### config.mk
export PLATFORM = sky130hd
export DESIGN_NAME = rfi_restore
export DESIGN_NICKNAME = d
export VERILOG_FILES = /design/src/rtl/rfi_pkg.sv /design/src/rtl/rfi_status_merge.sv /design/src/rtl/rfi_target_calc.sv /design/src/rtl/rfi_restore.sv
export SDC_FILE = /design/constraint.sdc
export NUM_CORES = 1
export LEC_CHECK = 0
export BUFFER_PORTS_ARGS = -buffer_cell sky130_fd_sc_hd__buf_4
export CAP_MARGIN = 40
export CORE_AREA = 2 2 125 127
export CTS_BUF_LIST = sky130_fd_sc_hd__clkbuf_16
export DETAILED_ROUTE_END_ITERATION = 7
export DIE_AREA = 0 0 127 129
export PLACE_DENSITY_LB_ADDON = 0.15
export SYNTH_ARGS = -nofsm -noshare
export SYNTH_HDL_FRONTEND = slang
export SYNTH_SLANG_ARGS = --single-unit
### constraint.sdc
create_clock -name clk -period 0.87 [get_ports clk]
set_input_delay 0.087 -clock clk [delete_from_list [all_inputs] [get_ports clk]]
set_output_delay 0.087 -clock clk [all_outputs]
set_load 0.1 [all_outputs]
### src/rtl/rfi_pkg.sv
package rfi_pkg;
  localparam int unsigned XLEN = 64;

  // Field positions, numbered from the most significant end of the word
  localparam int unsigned P_SF    = 0;
  localparam int unsigned P_HV    = 3;
  localparam int unsigned P_TS_HI = 29;
  localparam int unsigned P_TS_LO = 31;
  localparam int unsigned P_EE    = 48;
  localparam int unsigned P_PR    = 49;
  localparam int unsigned P_ME    = 51;
  localparam int unsigned P_IR    = 58;
  localparam int unsigned P_DR    = 59;

  localparam int unsigned N_PR_FORCED = 3;
  localparam int unsigned PR_FORCED [N_PR_FORCED] = '{P_EE, P_IR, P_DR};

  typedef logic [XLEN-1:0] word_t;

  function automatic int unsigned ix(input int unsigned pos);
    return XLEN - 1 - pos;
  endfunction
endpackage

### src/rtl/rfi_status_merge.sv
module rfi_status_merge
  import rfi_pkg::*;
(
  input  word_t cur_i,
  input  word_t saved_i,
  output word_t merged_o
);
  localparam int unsigned TS_MSB = XLEN - 1 - P_TS_HI;
  localparam int unsigned TS_LSB = XLEN - 1 - P_TS_LO;
  localparam int unsigned HV_IX  = XLEN - 1 - P_HV;
  localparam int unsigned ME_IX  = XLEN - 1 - P_ME;
  localparam int unsigned PR_IX  = XLEN - 1 - P_PR;

  logic [TS_MSB-TS_LSB:0] cur_ts, saved_ts;
  logic keep_ts;

  assign cur_ts   = cur_i[TS_MSB:TS_LSB];
  assign saved_ts = saved_i[TS_MSB:TS_LSB];
  assign keep_ts  = (cur_ts == 3'b010) && (saved_ts == 3'b000);

  always_comb begin
    merged_o        = saved_i;
    merged_o[ME_IX] = cur_i[HV_IX] ? saved_i[ME_IX] : cur_i[ME_IX];
    merged_o[HV_IX] = cur_i[HV_IX] & saved_i[HV_IX];
    if (keep_ts) merged_o[TS_MSB:TS_LSB] = cur_ts;
    for (int k = 0; k < N_PR_FORCED; k++) begin
      merged_o[ix(PR_FORCED[k])] = saved_i[ix(PR_FORCED[k])] | saved_i[PR_IX];
    end
  end
endmodule

### src/rtl/rfi_target_calc.sv
module rfi_target_calc
  import rfi_pkg::*;
#(
  parameter int unsigned ALIGN_BITS  = 2,
  parameter int unsigned NARROW_BITS = 32
) (
  input  word_t ret_addr_i,
  input  logic  wide_i,
  output word_t nia_o
);
  always_comb begin
    nia_o = ret_addr_i;
    nia_o[ALIGN_BITS-1:0] = '0;
    if (!wide_i) nia_o[XLEN-1:NARROW_BITS] = '0;
  end
endmodule

### src/rtl/rfi_restore.sv
module rfi_restore
  import rfi_pkg::*;
#(
  parameter int unsigned ALIGN_BITS  = 2,
  parameter int unsigned NARROW_BITS = 32
) (
  input  logic        clk,
  input  logic        rst_n,
  input  logic        start_i,
  input  logic [63:0] cur_msr_i,
  input  logic [63:0] srr1_i,
  input  logic [63:0] srr0_i,
  output logic [63:0] msr_o,
  output logic        msr_vld_o,
  output logic [63:0] nia_o,
  output logic        nia_vld_o
);
  localparam int unsigned SF_IX  = XLEN - 1 - P_SF;
  localparam int unsigned HV_IX  = XLEN - 1 - P_HV;
  localparam int unsigned ME_IX  = XLEN - 1 - P_ME;
  localparam int unsigned PR_IX  = XLEN - 1 - P_PR;
  localparam int unsigned EE_IX  = XLEN - 1 - P_EE;
  localparam int unsigned IR_IX  = XLEN - 1 - P_IR;
  localparam int unsigned DR_IX  = XLEN - 1 - P_DR;
  localparam int unsigned TS_MSB = XLEN - 1 - P_TS_HI;
  localparam int unsigned TS_LSB = XLEN - 1 - P_TS_LO;

  function automatic word_t copy_mask();
    word_t m;
    m = '1;
    m[ME_IX] = 1'b0; m[HV_IX] = 1'b0; m[EE_IX] = 1'b0;
    m[IR_IX] = 1'b0; m[DR_IX] = 1'b0;
    m[TS_MSB:TS_LSB] = '0;
    return m;
  endfunction
  localparam word_t COPY_MASK = copy_mask();

  word_t msr_next, nia_next;

  rfi_status_merge u_merge (
    .cur_i    (cur_msr_i),
    .saved_i  (srr1_i),
    .merged_o (msr_next)
  );

  rfi_target_calc #(
    .ALIGN_BITS  (ALIGN_BITS),
    .NARROW_BITS (NARROW_BITS)
  ) u_target (
    .ret_addr_i (srr0_i),
    .wide_i     (msr_next[SF_IX]),
    .nia_o      (nia_next)
  );

  always_ff @(posedge clk or negedge rst_n) begin
    if (!rst_n) begin
      msr_o     <= '0;
      nia_o     <= '0;
      msr_vld_o <= 1'b0;
      nia_vld_o <= 1'b0;
    end else begin
      msr_vld_o <= start_i;
      nia_vld_o <= start_i;
      if (start_i) begin
        msr_o <= msr_next;
        nia_o <= nia_next;
      end
    end
  end

  AST_ME_SELECT: assert property (@(posedge clk) disable iff (!rst_n)
    start_i |=> msr_o[ME_IX] == ($past(cur_msr_i[HV_IX]) ? $past(srr1_i[ME_IX])
                                                          : $past(cur_msr_i[ME_IX])));
  AST_HV_CLEAR_ONLY: assert property (@(posedge clk) disable iff (!rst_n)
    start_i |=> msr_o[HV_IX] == ($past(cur_msr_i[HV_IX]) & $past(srr1_i[HV_IX])));
  AST_TS_GUARD: assert property (@(posedge clk) disable iff (!rst_n)
    start_i |=> msr_o[TS_MSB:TS_LSB] ==
      ((($past(cur_msr_i[TS_MSB:TS_LSB]) == 3'b010) && ($past(srr1_i[TS_MSB:TS_LSB]) == 3'b000))
        ? 3'b010 : $past(srr1_i[TS_MSB:TS_LSB])));
  AST_EE_FORCED: assert property (@(posedge clk) disable iff (!rst_n)
    start_i |=> msr_o[EE_IX] == ($past(srr1_i[EE_IX]) | $past(srr1_i[PR_IX])));
  AST_XLATE_FORCED: assert property (@(posedge clk) disable iff (!rst_n)
    start_i |=> (msr_o[IR_IX] == ($past(srr1_i[IR_IX]) | $past(srr1_i[PR_IX]))) &&
                (msr_o[DR_IX] == ($past(srr1_i[DR_IX]) | $past(srr1_i[PR_IX]))));
  AST_STRAIGHT_COPY: assert property (@(posedge clk) disable iff (!rst_n)
    start_i |=> ((msr_o ^ $past(srr1_i)) & COPY_MASK) == '0);
  AST_NIA_ALIGNED: assert property (@(posedge clk) disable iff (!rst_n)
    nia_vld_o |-> nia_o[ALIGN_BITS-1:0] == '0);
  AST_NIA_NARROW: assert property (@(posedge clk) disable iff (!rst_n)
    (nia_vld_o && !msr_o[SF_IX]) |-> nia_o[XLEN-1:NARROW_BITS] == '0);
  AST_NIA_LOW_COPY: assert property (@(posedge clk) disable iff (!rst_n)
    start_i |=> nia_o[NARROW_BITS-1:ALIGN_BITS] == $past(srr0_i[NARROW_BITS-1:ALIGN_BITS]));
  AST_VLD_PAIRED: assert property (@(posedge clk) disable iff (!rst_n)
    msr_vld_o == nia_vld_o);
  AST_VLD_AFTER_START: assert property (@(posedge clk) disable iff (!rst_n)
    start_i |=> msr_vld_o);
  AST_VLD_NO_START: assert property (@(posedge clk) disable iff (!rst_n)
    !start_i |=> !msr_vld_o);
  AST_HOLD_IDLE: assert property (@(posedge clk) disable iff (!rst_n)
    !start_i |=> $stable(msr_o) && $stable(nia_o));
endmodule

==> results.py, run 1 <==
metrics = {
    "grt": {
        "grt_pass1_vias": 5143,
        "antenna_found_initial": 1,
        "grt_first_pass_wirelength_microns": 26890,
        "overflow": 0,
        "track_usage": 0.2161,
        "grt_max_degree": 41,
    },
    "run": {
        "cap_violations": 0,
    },
    "timing": {
        "setup_slack_ns": -0.3111,
        "fin_tns_setup_ns": -38.05,
        "fmax_ghz": 0.8467,
        "skew_ns": 0,
        "rsz0062_at_grt": "yes",
        "maxSlewViolCount": 0,
        "setup_viol": 158,
        "min_period_ns": 1.181,
        "hold_viol_final": 0,
        "period_share": 1.358,
    },
    "yosys": {
        "netlist_instances": 356,
        "synthMuxAreaShare": 0.2069,
        "yosysUniqueCellTypes": 17,
        "synth_compound_area_frac": 0.03950,
        "yosysSeqAreaShare": 0.6473,
        "synth_fa_ha_area_frac": 0,
        "synth_top_area_cell": "dfrtp_1",
        "synth_top_family_by_area": "multiplexers",
        "synthSimpleGateAreaFrac": 0.04128,
        "synth.area.top_cells": "dfrtp_1, mux2_2, nand3_1",
        "ys_ff_latch": 127,
        "syn-cell-area_sq_mm": 0.004910,
        "synth_xor_area_frac": 0,
        "ys_warn_count": 0,
        "synth_top_area_share": 0.6473,
        "avgSynthCellArea_sq_um": 13.79,
    },
    "detailed_routing": {
        "wl_per_cell_microns": 17.96,
        "vias": 4489,
        "vias_per_cell": 4.553,
        "wl_microns": 17700,
        "drt_iter0_drc": 125,
        "ant_nets": 0,
        "drc": 0,
        "drt_pass1_iterations": 4,
    },
    "worst_setup_path": {
        "crit_chain": "buf_12",
        "cp_top_family": "flip-flops",
        "crit_slowest_cell": "dfrtp_4",
        "arrival_ns": 1.09,
        "start_kind": "register",
        "critPathKind": "register to primary output",
        "cpPeakStageDelay_ns": 0.50,
        "cp.required_ns": 0.78,
        "path_max_fanout": 2,
        "path_buf_inv": 1,
        "critPathCaptureType": "primary output",
    },
    "min_path": {
        "worstHoldPathType": "input port to register",
    },
    "pwr": {
        "pwr-share-clk": 0.290,
        "power_density_mw_per_mm2": 2041,
        "p_sw_uw": 8548,
        "seq_power_share": 0.323,
        "switching_share": 0.3698,
        "p_leak_uw": 0.004869,
        "intPower_uw": 14570,
        "p_total_uw": 23110,
        "max-vdd-ir-drop_mv": 1.549,
        "combPwrFrac": 0.387,
    },
    "clocking": {
        "htreeDepth": 4,
        "clk_latency_ns": 0.41,
        "cts_made_buffers": 17,
        "cts.sinks": 127,
        "clockRootBuffer": "clkbuf_16",
        "clkTransAtPathRegs_ns": 0.06,
        "cts_buffer_depth": 2,
        "tritoncts": "yes",
    },
    "run_status": {
        "violations": "setup timing",
        "status": "finished with violations",
    },
    "die": {
        "ios": 325,
        "fp-row-count": 45,
        "start_util": 0.3278,
        "die_area_sq_mm": 0.01638,
        "core_sq_mm": 0.01498,
        "die_w_microns": 127,
        "fp.dieH_microns": 129,
    },
    "final_layout": {
        "layoutNonFillerInstCount": 986,
        "drive_gt1_frac": 0.7215,
        "fillCellCount": 868,
        "nets": 979,
        "area_delta_synth_final_pct": 130.7,
    },
    "place": {
        "gp_congestion": 0.7741,
        "place_inst": 801,
        "dp_worst_setup_slack_ns": -0.1006,
        "port_buffers": 261,
        "hpwl_microns": 9769,
    },
}
## sequential cells by signal, indices dropped and copies added (netlist names)
name and count:
msr_o 64, nia_o 62, nia_vld_o 1
## cells in the mapped netlist
master      n
buf_4       3
nor2_1      8
conb_1      1
mux2i_1     1
mux2_4      1
buf_6      10
nor3b_1     1
nand3_1    33
mux2_2     88
o21ai_0    28
clkbuf_1    3
inv_1      33
dfrtp_1   127
a31o_1      1
o21ai_1     5
a21oi_1     4
buf_2       9
## tightest hold or removal path, delay by kind of cell
family                 cells  cell delay (ns)
buffers and inverters      1             0.08
AO/OA/AOI/OAI              1             0.09
multiplexers               1             0.13
## logic make-up after synthesis
kind of cell | Yosys count
AOI/OAI and AO/OA | 38
buffers and inverters | 58
DFF | 127
muxes | 90
other | 1
and+or+nand+nor | 42
## metrics by stage
step,instance area (sq um),hold slack (ns),util
2_1_floorplan,5400,-0.2086,-
3_3_place_gp,7620,-0.01802,0.5088
3_5_place_dp,7620,-0.01586,0.5088
4_1_cts,11180,0.006504,0.7464
5_1_grt,11320,0.008002,0.7561
6_report,11320,0.01503,0.7561
## path summary, 6_finish.rpt
| path | startpoint | endpoint | slack [ns] | cells past startpoint |
|---|---|---|---|---|
| hold reg to reg | msr_o[27] | msr_o[27] | 0.59 | 1 |
| min in group asynchronous | rst_n | nia_o[34] | 0.10 | 2 |
| max in group asynchronous | rst_n | nia_o[13] | 0.23 | 3 |
| setup reg to reg | msr_o[33] | msr_o[33] | -0.23 | 3 |
| hold / removal | srr1_i[33] | msr_o[33] | 0.02 | 3 |
| setup / recovery | nia_o[50] | nia_o[50] | -0.31 | 1 |
## power by group through the flow
stage / registers [uW] / clock network (uW) / logic [uW]
after floorplan: 11400 / 0 / 808
after global routing: 7550 / 7160 / 9180
after detailed placement: 7250 / 0 / 6740
final: 7470 / 6700 / 8950
after CTS: 7450 / 6820 / 8770
after global placement: 7220 / 0 / 6700
## layout by cell type, fill, tap and decap left out, drive strengths merged
master | netlist | routed
conb | 1 | 2
nor2 | 8 | 8
buf | 22 | 306
a31o | 1 | 1
dlygate4sd3 | 0 | 127
nand3 | 33 | 33
mux2i | 1 | 1
clkinvlp | 0 | 4
clkbuf | 3 | 17
mux2 | 89 | 89
clkinv | 0 | 8
dfrtp | 127 | 127
diode | 0 | 1
bufinv | 0 | 2
nor3b | 1 | 1
a21oi | 4 | 4
o21ai | 33 | 33
inv | 33 | 34
## layer usage
metal / GRT usage / up-vias / part of all wire
li1: - / 2053 / -
met1: 0.2186 / 2211 / 0.35
met2: 0.4114 / 188 / 0.56
met3: 0.06195 / 37 / 0.060
met4: 0.09761 / 0 / 0.028
met5: 0 / - / 0
## timing repair
item | 4_1_cts | 5_1_grt
hold endpoints to repair | 251 | 0
buffers inserted | 18 | 9
pin swaps | 0 | 0
setup endpoints to repair | 129 | 226
hold buffers | 127 | 0
gates resized for setup | 384 | 39
cloned | 0 | 0
## layout make-up
type / instances / area [sq um] / area share
antenna: 1 / 2.502 / 0.0002210
clock buffer: 17 / 425.4 / 0.03756
clock inverter: 15 / 128.9 / 0.01138
inverter: 33 / 123.9 / 0.01094
multi-input combinational: 172 / 1480 / 0.1307
sequential: 127 / 3652 / 0.3225
tap: 188 / 235.2 / 0.02077
timing repair buffer: 433 / 5276 / 0.4659
Power figures use the tool's default switching activity.
==> inputs of run 2 (changes only) <==
GPL_TIMING_DRIVEN = 0   (was default)
==> results.py, run 2 (synthesis results as in run 1) <==
metrics = {
    "grt": {
        "overflow": 0,
        "track_usage": 0.2227,
        "grt_max_degree": 92,
        "antenna_found_initial": 2,
        "grt_pass1_vias": 5246,
        "grt_first_pass_wirelength_microns": 27810,
    },
    "timing": {
        "max_slew_margin": 0.6564,
        "setup_viol": 164,
        "worstMarginPinSlew_ns": 0.5154,
        "fin_hold_ws_ns": -0.4259,
        "skew_ns": 0,
        "rsz0062_at_grt": "yes",
        "hold_viol_final": 65,
        "fmax_ghz": 0.7874,
        "maxSlewViolCount": 0,
        "period_share": 1.460,
        "min_period_ns": 1.270,
        "setup_slack_ns": -0.4000,
        "fin_tns_setup_ns": -38.43,
    },
    "place": {
        "place_inst": 806,
        "hpwl_microns": 10020,
        "gp_congestion": 0.7763,
        "port_buffers": 260,
    },
    "worst_setup_path": {
        "path_max_fanout": 2,
        "arrival_ns": 1.18,
        "cp.required_ns": 0.78,
        "start_kind": "register",
        "critPathCaptureType": "primary output",
        "critPathKind": "register to primary output",
    },
    "clocking": {
        "tritoncts": "yes",
        "htreeDepth": 4,
        "clk_latency_ns": 0.41,
        "cts_made_buffers": 17,
        "clockRootBuffer": "clkbuf_16",
        "cts.sinks": 127,
        "hold_buffers": 126,
        "clkTransAtPathRegs_ns": 0.05,
        "cts_buffer_depth": 2,
    },
    "final_layout": {
        "layoutNonFillerInstCount": 991,
        "top_register": "msr_o",
        "most-common-layout-cells": "buf_4, buf_12, dlygate4sd3_1, dfrtp_4, mux2_2",
        "fillCellCount": 849,
        "final_common_cell": "buf_4",
        "drive_gt1_frac": 0.7079,
        "reg_top3": "msr_o x64, nia_o x62, nia_vld_o x1",
        "area_delta_synth_final_pct": 131.4,
        "largest_register_ffs": 64,
        "nets": 983,
    },
    "die": {
        "die_area_sq_mm": 0.01638,
        "die_w_microns": 127,
        "core_sq_mm": 0.01498,
        "start_util": 0.3278,
        "ios": 325,
        "fp-row-count": 45,
        "fp.dieH_microns": 129,
    },
    "detailed_routing": {
        "wl_per_cell_microns": 18.39,
        "wl_met2_microns": 9967,
        "wl_met1_microns": 6504,
        "highest_layer": "met4",
        "wl_met3_microns": 1050,
        "drc": 0,
        "drt_iter0_drc": 119,
        "vias": 4565,
        "wl_microns": 18230,
        "drt_pass1_iterations": 4,
        "ant_nets": 0,
        "vias_per_cell": 4.606,
    },
    "run_status": {
        "violations": "hold timing, setup timing",
        "status": "finished with violations",
    },
    "run": {
        "cap_violations": 0,
    },
    "min_path": {
        "worstHoldPathType": "input port to asynchronous set/reset pin",
    },
    "pwr": {
        "max-vdd-ir-drop_mv": 1.584,
        "power_density_mw_per_mm2": 2049,
        "p_leak_uw": 0.004906,
    },
}
run 2: cell count changes in the layout (fill, tap and decap cells not counted), sizes merged:
cell / previous run / this run
diode: 1 / 2
clkbuf: 17 / 20
dlygate4sd3: 127 / 126
buf: 306 / 308
inv: 34 / 37
bufinv: 2 / 3
clkinvlp: 4 / 0
run 2: metrics by stage:
step	setup slack, ns	hold slack (ns)	util	instance area [sq um]	power, uW
after floorplan	-0.3405	-0.2086	-	5400	12220
after global placement	-0.9423	0.2184	0.5066	7587	13890
after detailed placement	-0.1977	0.006189	0.5087	7619	13970
after CTS	-0.4211	-0.4365	0.7439	11140	23110
after global routing	-0.4244	-0.4156	0.7586	11360	24010
final	-0.4000	-0.4259	0.7586	11360	23280
run 2: area by class of cell:
cell class | count | area (sq um) | area share
diodes | 2 | 5.005 | 0.0004405
plain buffers | 25 | 203.9 | 0.01795
clock buffers | 17 | 425.4 | 0.03744
clock inverters | 15 | 136.4 | 0.01200
inverters | 33 | 123.9 | 0.01090
multi-input cells | 172 | 1469 | 0.1293
flip-flops and latches | 127 | 3652 | 0.3214
well taps | 188 | 235.2 | 0.02070
repair buffers | 412 | 5111 | 0.4498
run 2: path summary, 6_finish.rpt:
check / start / endpoint / slack, ns / cells past startpoint
worst max-delay path: nia_vld_o / nia_vld_o / -0.40 / 2
worst min-delay path: rst_n / msr_o[20] / -0.43 / 1
worst max register to register: msr_o[53] / msr_o[53] / -0.14 / 2
worst min register to register: nia_o[7] / nia_o[7] / 0.59 / 1
max in group asynchronous: rst_n / msr_o[7] / 0.47 / 2
min in group clk: cur_msr_i[12] / msr_o[12] / 0.02 / 3
run 2: power breakdown:
part           total, uW  leakage [uW]  internal (uW)  switching (uW)
Clock               6820      0.000288           4380            2450
Sequential          7480       0.00139           6830             652
Combinational       8980       0.00323           3620            5350
run 2: critical path, stage by stage (launching register included):
cell and delay (ns):
dfrtp_4 0.48, buf_12 0.13, buf_12 0.15
run 2: per-layer routing:
metal | GRT usage | up-vias
li1 | - | 2065
met1 | 0.2311 | 2240
met2 | 0.4096 | 212
met3 | 0.05738 | 48
met4 | 0.1267 | 0
met5 | 0 | -
run 2: repair_timing:
item,CTS,global route
buffers inserted,16,10
gates cloned,0,0
gates resized for setup,379,51
hold endpoints to repair,165,36
setup endpoints to repair,129,226
pin swaps,0,0
==> inputs of run 3 (changes only) <==
SLEW_MARGIN = 20   (was default)
clock period = 1.52 ns   (was 0.87 ns; I/O delays follow)
==> results.py, run 3 (synthesis results as in run 1) <==
metrics = {
    "die": {
        "fp.dieH_microns": 129,
        "core_sq_mm": 0.01498,
        "fp-row-count": 45,
        "start_util": 0.3278,
        "ios": 325,
        "die_area_sq_mm": 0.01638,
        "die_w_microns": 127,
    },
    "min_path": {
        "worstHoldPathType": "input port to register",
        "holdPathStages": 3,
        "hold_start": "srr1_i[15]",
        "hold_end": "msr_o[15]",
    },
    "worst_setup_path": {
        "arrival_ns": 1.18,
        "cp.required_ns": 1.37,
        "crit_slowest_cell": "dfrtp_1",
        "crit_chain": "buf_4 > buf_4",
        "r2r_cells": 2,
        "critPathCaptureType": "primary output",
        "crit_top_cell": "buf_4",
        "reg2reg_to": "msr_o[33]",
        "cpPeakStageDelay_ns": 0.39,
        "r2r_slack_ns": 0.58,
        "start_kind": "register",
        "critPathKind": "register to primary output",
        "r2r_start": "msr_o[33]",
        "path_max_fanout": 2,
    },
    "place": {
        "port_buffers": 260,
        "place_inst": 806,
        "gp_congestion": 0.7741,
        "place_area_sq_mm": 0.007136,
        "hpwl_microns": 9879,
    },
    "clocking": {
        "clk_latency_ns": 0.40,
        "post_cts_buffers": 0,
        "cts_made_buffers": 17,
        "tritoncts": "yes",
        "cts.sinks": 127,
        "htreeDepth": 4,
        "clkTransAtPathRegs_ns": 0.05,
        "clockRootBuffer": "clkbuf_16",
        "cts_buffer_depth": 2,
    },
    "final_layout": {
        "diodes": 0,
        "largest_register_ffs": 64,
        "drive_gt1_frac": 0.5162,
        "postLayoutCellArea_sq_mm": 0.008877,
        "top_register": "msr_o",
        "final_common_cell": "buf_4",
        "nets": 955,
        "layoutNonFillerInstCount": 959,
        "fillCellCount": 1221,
        "area_delta_synth_final_pct": 80.81,
        "reg_top3": "msr_o x64, nia_o x62, nia_vld_o x1",
        "most-common-layout-cells": "buf_4, dfrtp_1, dlygate4sd3_1",
    },
    "detailed_routing": {
        "drt_iter0_drc": 149,
        "wl_microns": 14500,
        "wl_per_cell_microns": 15.11,
        "ant_nets": 0,
        "vias": 4261,
        "drt_pass1_iterations": 4,
        "drc": 0,
        "vias_per_cell": 4.443,
    },
    "grt": {
        "overflow": 0,
        "grt_max_degree": 66,
        "grt_first_pass_wirelength_microns": 22740,
        "track_usage": 0.1786,
        "grt_pass1_vias": 4525,
        "antenna_found_initial": 0,
    },
    "pwr": {
        "p_total_uw": 11510,
        "max-vdd-ir-drop_mv": 0.7326,
        "power_density_mw_per_mm2": 1296,
        "p_leak_uw": 0.004264,
    },
    "timing": {
        "maxSlewViolCount": 0,
        "fin_tns_setup_ns": 0,
        "period_share": 0.8757,
        "worstMarginPinSlew_ns": 0.5112,
        "rsz0062_at_grt": "no",
        "setup_viol": 0,
        "min_period_ns": 1.331,
        "fmax_ghz": 0.7513,
        "fin_hold_ws_ns": 0.01913,
        "skew_ns": 0,
        "hold_viol_final": 0,
        "max_slew_margin": 0.6592,
    },
    "run_status": {
        "status": "finished, final reports clean",
    },
    "run": {
        "cap_violations": 0,
    },
}
[run 3: cell count changes in the layout (fill, tap and decap cells not counted), sizes merged]
cell	delta
buf	-25
inv	-1
bufinv	-2
dlygate4sd3	-3
diode	-2
clkinv	+1
[run 3: where the power goes]
part | switching, uW | internal, uW
logic | 2970 | 1120
clock network | 1370 | 2170
registers | 171 | 3700
total | 4510 | 7000
[run 3: cell type report]
| cell class | instances | area, sq um | share of cell area |
|---|---|---|---|
| Buffer | 25 | 191.4 | 0.02156 |
| Sequential cell | 127 | 3178 | 0.3580 |
| Timing Repair Buffer | 384 | 3218 | 0.3625 |
| Multi-Input combinational cell | 172 | 1420 | 0.1600 |
| Tap cell | 188 | 235.2 | 0.02650 |
| Clock buffer | 17 | 425.4 | 0.04792 |
| Clock inverter | 13 | 85.08 | 0.009584 |
| Inverter | 33 | 123.9 | 0.01395 |
[run 3: timing repair]
item | in CTS | in global routing
endpoints found under the setup margin | 0 | 0
hold buffers | 122 | 1
endpoints found under the hold margin | 184 | 1
resized for setup | 0 | 0
[run 3: worst max path at each step]
stage                    from  depth (start not counted)  slack, ns   endpoint
global route          start_i                          5       0.09  nia_o[41]
global placement        rst_n                          1      -0.13  nia_o[14]
finish              nia_vld_o                          2       0.19  nia_vld_o
CTS                 nia_vld_o                          2       0.16  nia_vld_o
floorplan           nia_vld_o                          1       0.04  nia_vld_o
detailed placement    start_i                          4       0.36  nia_o[49]
[run 3: layer usage]
layer / track usage / up-vias / routed length, microns
met5: 0 / - / 0
met4: 0.07628 / 0 / 397
met3: 0.05863 / 30 / 985
met2: 0.3099 / 169 / 7497
met1: 0.2033 / 2052 / 5614
li1: - / 2010 / -
[run 3: critical path, delay by kind of cell (launching register included)]
kind	cells	cell delay, ns
flip-flops	1	0.39
buffers and inverters	2	0.39
[run 3: through the flow]
stage	util	worst slack, ns
3_3_place_gp	0.4741	-0.1305
6_report	0.5927	0.1890
2_1_floorplan	-	0.04403
3_5_place_dp	0.4764	0.3597
4_1_cts	0.5921	0.1561
5_1_grt	0.5927	0.08534
